### config.mk
export PLATFORM = sky130hd
export DESIGN_NAME = bpt_table
export DESIGN_NICKNAME = d
export VERILOG_FILES = /design/src/rtl/bpt_pkg.sv /design/src/rtl/bpt_index.sv /design/src/rtl/bpt_entry.sv /design/src/rtl/bpt_table.sv
export SDC_FILE = /design/constraint.sdc
export NUM_CORES = 1
export LEC_CHECK = 0
export BUFFER_PORTS_ARGS = -buffer_cell sky130_fd_sc_hd__buf_4
export CAP_MARGIN = 0
export CORE_MARGIN = 2
export CORE_UTILIZATION = 50
export CTS_BUF_LIST = sky130_fd_sc_hd__clkbuf_4 sky130_fd_sc_hd__clkbuf_8 sky130_fd_sc_hd__clkbuf_16
export DETAILED_ROUTE_END_ITERATION = 8
export PLACE_DENSITY = 0.74
export SYNTH_ARGS = -nofsm -noshare
export SYNTH_HDL_FRONTEND = slang
export SYNTH_SLANG_ARGS = --single-unit
### constraint.sdc
create_clock -name clk -period 2 [get_ports clk]
set_input_delay 0.3 -clock clk [delete_from_list [all_inputs] [get_ports clk]]
set_output_delay 0.3 -clock clk [all_outputs]
set_load 0.02 [all_outputs]
### src/rtl/bpt_pkg.sv
package bpt_pkg;

   typedef enum logic [0:0] {
      MODE_LAST = 1'b0,
      MODE_HYST = 1'b1
   } mode_e;

   localparam logic [1:0] HYST_RESET = 2'b01;
   localparam logic [1:0] HYST_MAX   = 2'b11;
   localparam logic [1:0] HYST_MIN   = 2'b00;

   function automatic int entry_width(mode_e m);
      return (m == MODE_HYST) ? 2 : 1;
   endfunction

endpackage

### src/rtl/bpt_index.sv
module bpt_index #(
   parameter int PC_W  = 32,
   parameter int IDX_W = 6
) (
   input  logic [PC_W-1:0]  pc,
   output logic [IDX_W-1:0] idx
);
   localparam int LO = 2;
   localparam int HI = IDX_W + LO - 1;

   always_comb idx = pc[HI:LO];
endmodule

### src/rtl/bpt_entry.sv
module bpt_entry
   import bpt_pkg::*;
#(
   parameter mode_e MODE = MODE_HYST
) (
   input  logic clk,
   input  logic rst_n,
   input  logic wr,
   input  logic taken,
   output logic pred
);
   localparam int EW = entry_width(MODE);

   logic [EW-1:0] st;

   generate
      if (MODE == MODE_HYST) begin : g_hyst
         always_ff @(posedge clk) begin
            if (!rst_n)
               st <= HYST_RESET;
            else if (wr) begin
               if (taken && st != HYST_MAX)
                  st <= st + 2'd1;
               else if (!taken && st != HYST_MIN)
                  st <= st - 2'd1;
            end
         end
         always_comb pred = st[1];

         assert_sat_high_R4: assert property (@(posedge clk) disable iff (!rst_n)
            (wr && taken && st == HYST_MAX) |=> (st == HYST_MAX));
         assert_sat_low_R4: assert property (@(posedge clk) disable iff (!rst_n)
            (wr && !taken && st == HYST_MIN) |=> (st == HYST_MIN));
         assert_step_up_R3: assert property (@(posedge clk) disable iff (!rst_n)
            (wr && taken && st != HYST_MAX) |=> (st == $past(st) + 2'd1));
         assert_step_down_R3: assert property (@(posedge clk) disable iff (!rst_n)
            (wr && !taken && st != HYST_MIN) |=> (st == $past(st) - 2'd1));
      end else begin : g_last
         always_ff @(posedge clk) begin
            if (!rst_n)
               st <= 1'b0;
            else if (wr)
               st <= taken;
         end
         always_comb pred = st[0];

         assert_overwrite_R2: assert property (@(posedge clk) disable iff (!rst_n)
            wr |=> (st[0] == $past(taken)));
      end
   endgenerate

   assert_hold_R7: assert property (@(posedge clk) disable iff (!rst_n)
      !wr |=> $stable(st));
endmodule

### src/rtl/bpt_table.sv
module bpt_table
   import bpt_pkg::*;
#(
   parameter int    PC_W  = 32,
   parameter int    IDX_W = 6,
   parameter mode_e MODE  = MODE_HYST
) (
   input  logic            clk,
   input  logic            rst_n,
   input  logic [PC_W-1:0] lk_pc,
   output logic            lk_taken,
   input  logic            up_valid,
   input  logic [PC_W-1:0] up_pc,
   input  logic            up_taken
);
   localparam int DEPTH = 1 << IDX_W;

   generate
      if (IDX_W < 1 || IDX_W > 12 || IDX_W + 2 > PC_W) begin : g_bad_cfg
         $error("bpt_table: IDX_W must be 1..12 and fit inside PC_W above bit 1");
      end
   endgenerate

   logic [IDX_W-1:0] lk_idx;
   logic [IDX_W-1:0] up_idx;
   logic [DEPTH-1:0] pred_vec;

   bpt_index #(.PC_W(PC_W), .IDX_W(IDX_W)) u_lk_idx (.pc(lk_pc), .idx(lk_idx));
   bpt_index #(.PC_W(PC_W), .IDX_W(IDX_W)) u_up_idx (.pc(up_pc), .idx(up_idx));

   generate
      for (genvar i = 0; i < DEPTH; i++) begin : g_ent
         logic wr_i;
         always_comb wr_i = up_valid && (up_idx == IDX_W'(i));
         bpt_entry #(.MODE(MODE)) u_ent (
            .clk  (clk),
            .rst_n(rst_n),
            .wr   (wr_i),
            .taken(up_taken),
            .pred (pred_vec[i])
         );
      end
   endgenerate

   always_comb lk_taken = pred_vec[lk_idx];

   // whole addresses must be defined when used; low and high bits only alias
   assert_lk_known_R1: assert property (@(posedge clk) disable iff (!rst_n)
      !$isunknown(lk_pc));
   assert_up_known_R1: assert property (@(posedge clk) disable iff (!rst_n)
      up_valid |-> !$isunknown({up_pc, up_taken}));
   assert_idle_R10: assert property (@(posedge clk) disable iff (!rst_n)
      !up_valid |=> $stable(pred_vec));
endmodule

==> flow_summary.ini, run 1 <==
[clock_network]
cts_tree = yes
clk_path_buf_depth = 2
htree_levels = 4
numCtsBuffers = 17
clk_latency_ns = 0.43
clock_sinks = 128
clk_pin_slew_ns = 0.06
hold_buffers = 0
cts-root-buf = clkbuf_16
post_cts_buffers = 0

[setup_path]
crit_fanout = 2
reg2reg_to = g_ent[62].u_ent.st[0]
crit_arrival_ns = 2.32
timing.rr.start = g_ent[62].u_ent.st[0]
setup.worst_path.class = reg2out
regToRegSetupSlack_ns = 1.00
worstPathRequired_ns = 1.70
end_kind = output pin
start_kind = register
reg2reg_depth = 4

[synth]
synth-main-ff-cell = dfxtp_1
yosys_warnings = 0
yosysTopAreaCell = dfxtp_1
synthArstFlopShare_pct = 0
synth_top_area_share_pct = 33.8
synth_edf_count = 0
ys_top_cells_by_count = dfxtp_1, nor2_1, o21ai_0, clkbuf_1, nand2_1
netlist_instances = 994
yosysMostFrequentCell = dfxtp_1
avgSynthCellArea_um2 = 7.64
netlist_top_cells_area = dfxtp_1, o21ai_0, a21boi_0
seq_area_frac_synth_pct = 33.8
syn_nets = 1062
synthDistinctLibCells = 45
ys_ff_latch = 128
synth.cell_area_um2 = 7590

[global_routing]
track_usage_pct = 25.7
grt_pass1_wl_um = 33500
grt_pass1_vias = 6384
grt_max_degree = 65
gr-total-overflow = 0
antenna_found_initial = 0

[placement]
placed_area_um2 = 8180
place.gp.congestion = 0.878
hpwl_um = 12100
numPortBuffers = 16

[worst_hold_path]
hp-class = in2reg
whs_path_depth = 2
worstHoldEndpoint = g_ent[48].u_ent.st[0]
hp-start = rst_n

[sta]
min_period_ns = 2.62
fin_skew_ns = 0.00501
rsz0062_at_grt = yes
fin_crit_sh_pct = 131
timing.fmax_mhz = 381
setup_viol = 1
setup_ws_ns = -0.624
finalMaxSlewViolations = 0
fin_tns_setup_ns = -0.624
tightest_slew_ns = 0.329
maxSlewHeadroom_pct = 78.1
hold_violations = 0

[run_status]
violations = negative setup slack
status = finished with violations

[finish]
nFillCells = 1323
nets = 1061
area_delta_synth_final_pct = 15.8
antennaDiodeCount = 0
drive_above_1_share_pct = 12.9
largest_register_ffs = 128
regMostFlops = g_ent.u_ent.st
fin_area_um2 = 8790
top_regs = g_ent.u_ent.st x128

[floorplanning]
pin_count = 69
chipHeight_um = 127
rows = 45
fp.dieW_um = 127
die_area_um2 = 16200
initial_core_util_pct = 50.5
fp.coreArea_um2 = 15000

[power]
ir_worst_vdd_mv = 0.665
power.leakage_nw = 3.36
fin_total_pwr_mw = 6.96
p_per_area_nw_per_um2 = 792

[route]
vias_per_cell = 6.19
dr.pass1.iters = 5
routed_wl_um = 20100
wl_per_cell_um = 16.8
first_iter_violations = 1007
vias = 7384
detail-route-antenna-nets = 0
drcViolationCount = 0

[run]
cap_violations = 0
## cells by family (layout without fill, tap and decap cells)
family / Yosys count / after routing / share of synthesized area, %
multiplexers: 17 / 17 / 5.39
buffers and inverters: 94 / 105 / 4.90
AO/OA/AOI/OAI: 347 / 347 / 27.2
AND/OR/NAND/NOR: 408 / 408 / 28.8
flip-flops: 128 / 128 / 33.8
## how the worst max path moves through the flow
stage                     depth (start not counted)                  start  endpoint  slack [ns]
after global routing                              5  g_ent[23].u_ent.st[1]  lk_taken       -0.68
after global placement                            6               lk_pc[3]  lk_taken       -0.39
after CTS                                         5  g_ent[23].u_ent.st[1]  lk_taken       -0.66
after detailed placement                          6               lk_pc[3]  lk_taken       -0.41
final                                             5  g_ent[23].u_ent.st[1]  lk_taken       -0.62
after floorplan                                   5               lk_pc[3]  lk_taken       -0.09
## routing by layer
metal,global-route usage [%],wire length [um]
met5,0,0
met3,4.90,1320
met4,8.08,284
met2,37.8,8880
met1,38.1,9610
## cells in the final DEF (no fill, tap or decap), types with 6 or more instances in the layout
cell type,n
mux4_2,11
o21ai_0,125
or3_1,43
buf_4,60
dfxtp_1,127
nand2_1,66
a21oi_1,60
nand4bb_1,6
nor3b_1,16
a21boi_0,63
and3_1,65
nor3_1,46
clkbuf_16,17
a31oi_1,63
buf_12,13
o31ai_1,20
and4bb_2,6
nor2_1,126
mux4_1,6
## critical path, cell delays in order, from the launching register on
cell     delay [ns]
dfxtp_2        0.32
mux4_2         0.48
mux4_2         0.49
or2_1          0.23
a32o_2         0.24
buf_6          0.13
## area by class of cell
cell class	instances	area, um^2	share of cell area (%)
Sequential cell	128	2560	29.2
Tap cell	188	235	2.68
Clock inverter	6	105	1.20
Timing Repair Buffer	74	722	8.21
Multi-Input combinational cell	772	4660	53.0
Clock buffer	25	504	5.74
## through the flow
step / utilization [%] / setup slack, ns / instances / hold slack [ns]
finish: 58.5 / -0.624 / 1193 / 0.234
global route: 58.5 / -0.677 / 1193 / 0.254
CTS: 58.5 / -0.661 / 1193 / 0.217
detailed placement: 54.4 / -0.409 / 1162 / 0.481
global placement: 54.4 / -0.394 / 1162 / 0.479
floorplan: - / -0.0903 / 994 / 0.453
## timing repair
action | in CTS | in global routing
setup endpoints to repair | 1 | 1
pin swaps | 1 | 1
resized for setup | 3 | 1
## power by group
group | total, mW | switching, mW | internal (mW)
sequential | 2.90 | 0.173 | 2.72
clock | 3.24 | 1.13 | 2.11
combinational | 0.828 | 0.445 | 0.383
total | 6.96 | 1.74 | 5.22
Power figures use the tool's default switching activity.
==> inputs of run 2 (changes only) <==
--- a/config.mk
+++ b/config.mk
@@ -12,6 +12,7 @@
 export CTS_BUF_LIST = sky130_fd_sc_hd__clkbuf_4 sky130_fd_sc_hd__clkbuf_8 sky130_fd_sc_hd__clkbuf_16
 export DETAILED_ROUTE_END_ITERATION = 8
 export PLACE_DENSITY = 0.74
+export REMOVE_ABC_BUFFERS = 1
 export SYNTH_ARGS = -nofsm -noshare
 export SYNTH_HDL_FRONTEND = slang
 export SYNTH_SLANG_ARGS = --single-unit
==> run 2 against run 1 <==
The run still ends with negative setup slack left. Flip-flop and latch count unchanged. Via count increased by 2.5%. Cell count rose by 0.17%. Hold slack better by 0.057 ns. Setup slack better by 0.00050 ns. Critical path depth unchanged. Sequential power is essentially flat. Design area fell by 0.26%. Clock skew shrank 0.0014 ns. Power decreased by 2.3%. Die area did not move. Core utilization is 0.15 points lower. Critical path type unchanged.
==> flow_summary.ini, run 2 (synthesis results as in run 1) <==
[run_status]
status = finished with violations
violations = negative setup slack

[global_routing]
track_usage_pct = 25.2
grt_max_degree = 57
antenna_found_initial = 0
gr-total-overflow = 0
grt_pass1_vias = 6346
grt_pass1_wl_um = 32900

[floorplanning]
chipHeight_um = 127
fp.dieW_um = 127
fp.coreArea_um2 = 15000
initial_core_util_pct = 50.5
rows = 45
pin_count = 69
die_area_um2 = 16200

[sta]
fin_crit_sh_pct = 131
setup_viol = 1
min_period_ns = 2.62
finalMaxSlewViolations = 0
hold_violations = 0
timing.fmax_mhz = 381
setup_ws_ns = -0.624
tightest_slew_ns = 0.441
fin_tns_setup_ns = -0.624
fin_skew_ns = 0.00359
maxSlewHeadroom_pct = 70.6
rsz0062_at_grt = yes

[route]
first_iter_violations = 823
drcViolationCount = 0
wl_per_cell_um = 16.9
detail-route-antenna-nets = 0
vias_per_cell = 6.33
vias = 7566
routed_wl_um = 20200
dr.pass1.iters = 5

[placement]
place_ws_ns = -0.451
placed_area_um2 = 8190
hpwl_um = 12400
numPortBuffers = 16
place.gp.congestion = 0.881
dp.cells = 1164

[setup_path]
crit_arrival_ns = 2.32
start_kind = register
crit_fanout = 2
worstPathRequired_ns = 1.70
end_kind = output pin
setup.worst_path.class = reg2out
timing.rr.start = g_ent[55].u_ent.st[0]
critPathLaunch = g_ent[6].u_ent.st[1]

[finish]
fin_area_um2 = 8770
nFillCells = 1304
final_common_cell = dfxtp_1
nets = 1063
largest_register_ffs = 128
mostFrequentLayoutCells = dfxtp_1, nor2_1, o21ai_0
regMostFlops = g_ent.u_ent.st
top_regs = g_ent.u_ent.st x128
drive_above_1_share_pct = 13.2
fin_cells = 1195
antennaDiodeCount = 0
area_delta_synth_final_pct = 15.5

[clock_network]
clk_latency_ns = 0.42
hold_buffers = 0
htree_levels = 4
clk_pin_slew_ns = 0.06
cts_tree = yes
clk_path_buf_depth = 2
ctsResizeCount = 5
post_cts_buffers = 0
cts-root-buf = clkbuf_16
numCtsBuffers = 17
clock_sinks = 128

[power]
fin_total_pwr_mw = 6.80
ir_worst_vdd_mv = 0.582
p_per_area_nw_per_um2 = 776
power.leakage_nw = 3.35

[worst_hold_path]
hp-start = rst_n
hp-class = in2reg

[run]
cap_violations = 0
[run 2: worst max-delay path, cell delays in order (launching register included)]
cell,delay (ns)
dfxtp_2,0.32
mux4_2,0.50
mux4_2,0.49
or2_0,0.22
a32o_2,0.24
buf_6,0.13
[run 2: cell type report]
type                            count  area, um^2  share of cell area, %
Multi-Input combinational cell    772        4660                   53.1
Timing Repair Buffer               76         737                   8.41
Clock buffer                       24         490                   5.59
Clock inverter                      7        85.1                  0.970
Sequential cell                   128        2560                   29.2
Tap cell                          188         235                   2.68
[run 2: final timing paths]
kind | endpoint | cells past startpoint | slack (ns)
max | lk_taken | 5 | -0.62
min | g_ent[36].u_ent.st[0] | 2 | 0.29
max reg2reg | g_ent[55].u_ent.st[0] | 4 | 1.03
min reg2reg | g_ent[28].u_ent.st[1] | 2 | 0.49
[run 2: per-stage QoR]
stage / utilization, % / hold slack, ns
3_5_place_dp: 54.5 / 0.486
5_1_grt: 58.3 / 0.305
6_report: 58.3 / 0.291
4_1_cts: 58.3 / 0.280
3_3_place_gp: 54.5 / 0.478
2_1_floorplan: - / 0.362
[run 2: layer usage]
metal  vias to the layer above  global-route usage [%]  part of all wire [%]
li1                       3691                       -                     -
met1                      3577                    36.3                    46
met2                       268                    38.3                    46
met3                        30                    4.73                   6.9
met4                         0                    8.27                   1.7
met5                         -                       0                     0
[run 2: report_power, final]
group          internal (mW)  switching (mW)
clock                   1.95            1.13
combinational          0.382           0.448
sequential              2.72           0.173
total                   5.05            1.75
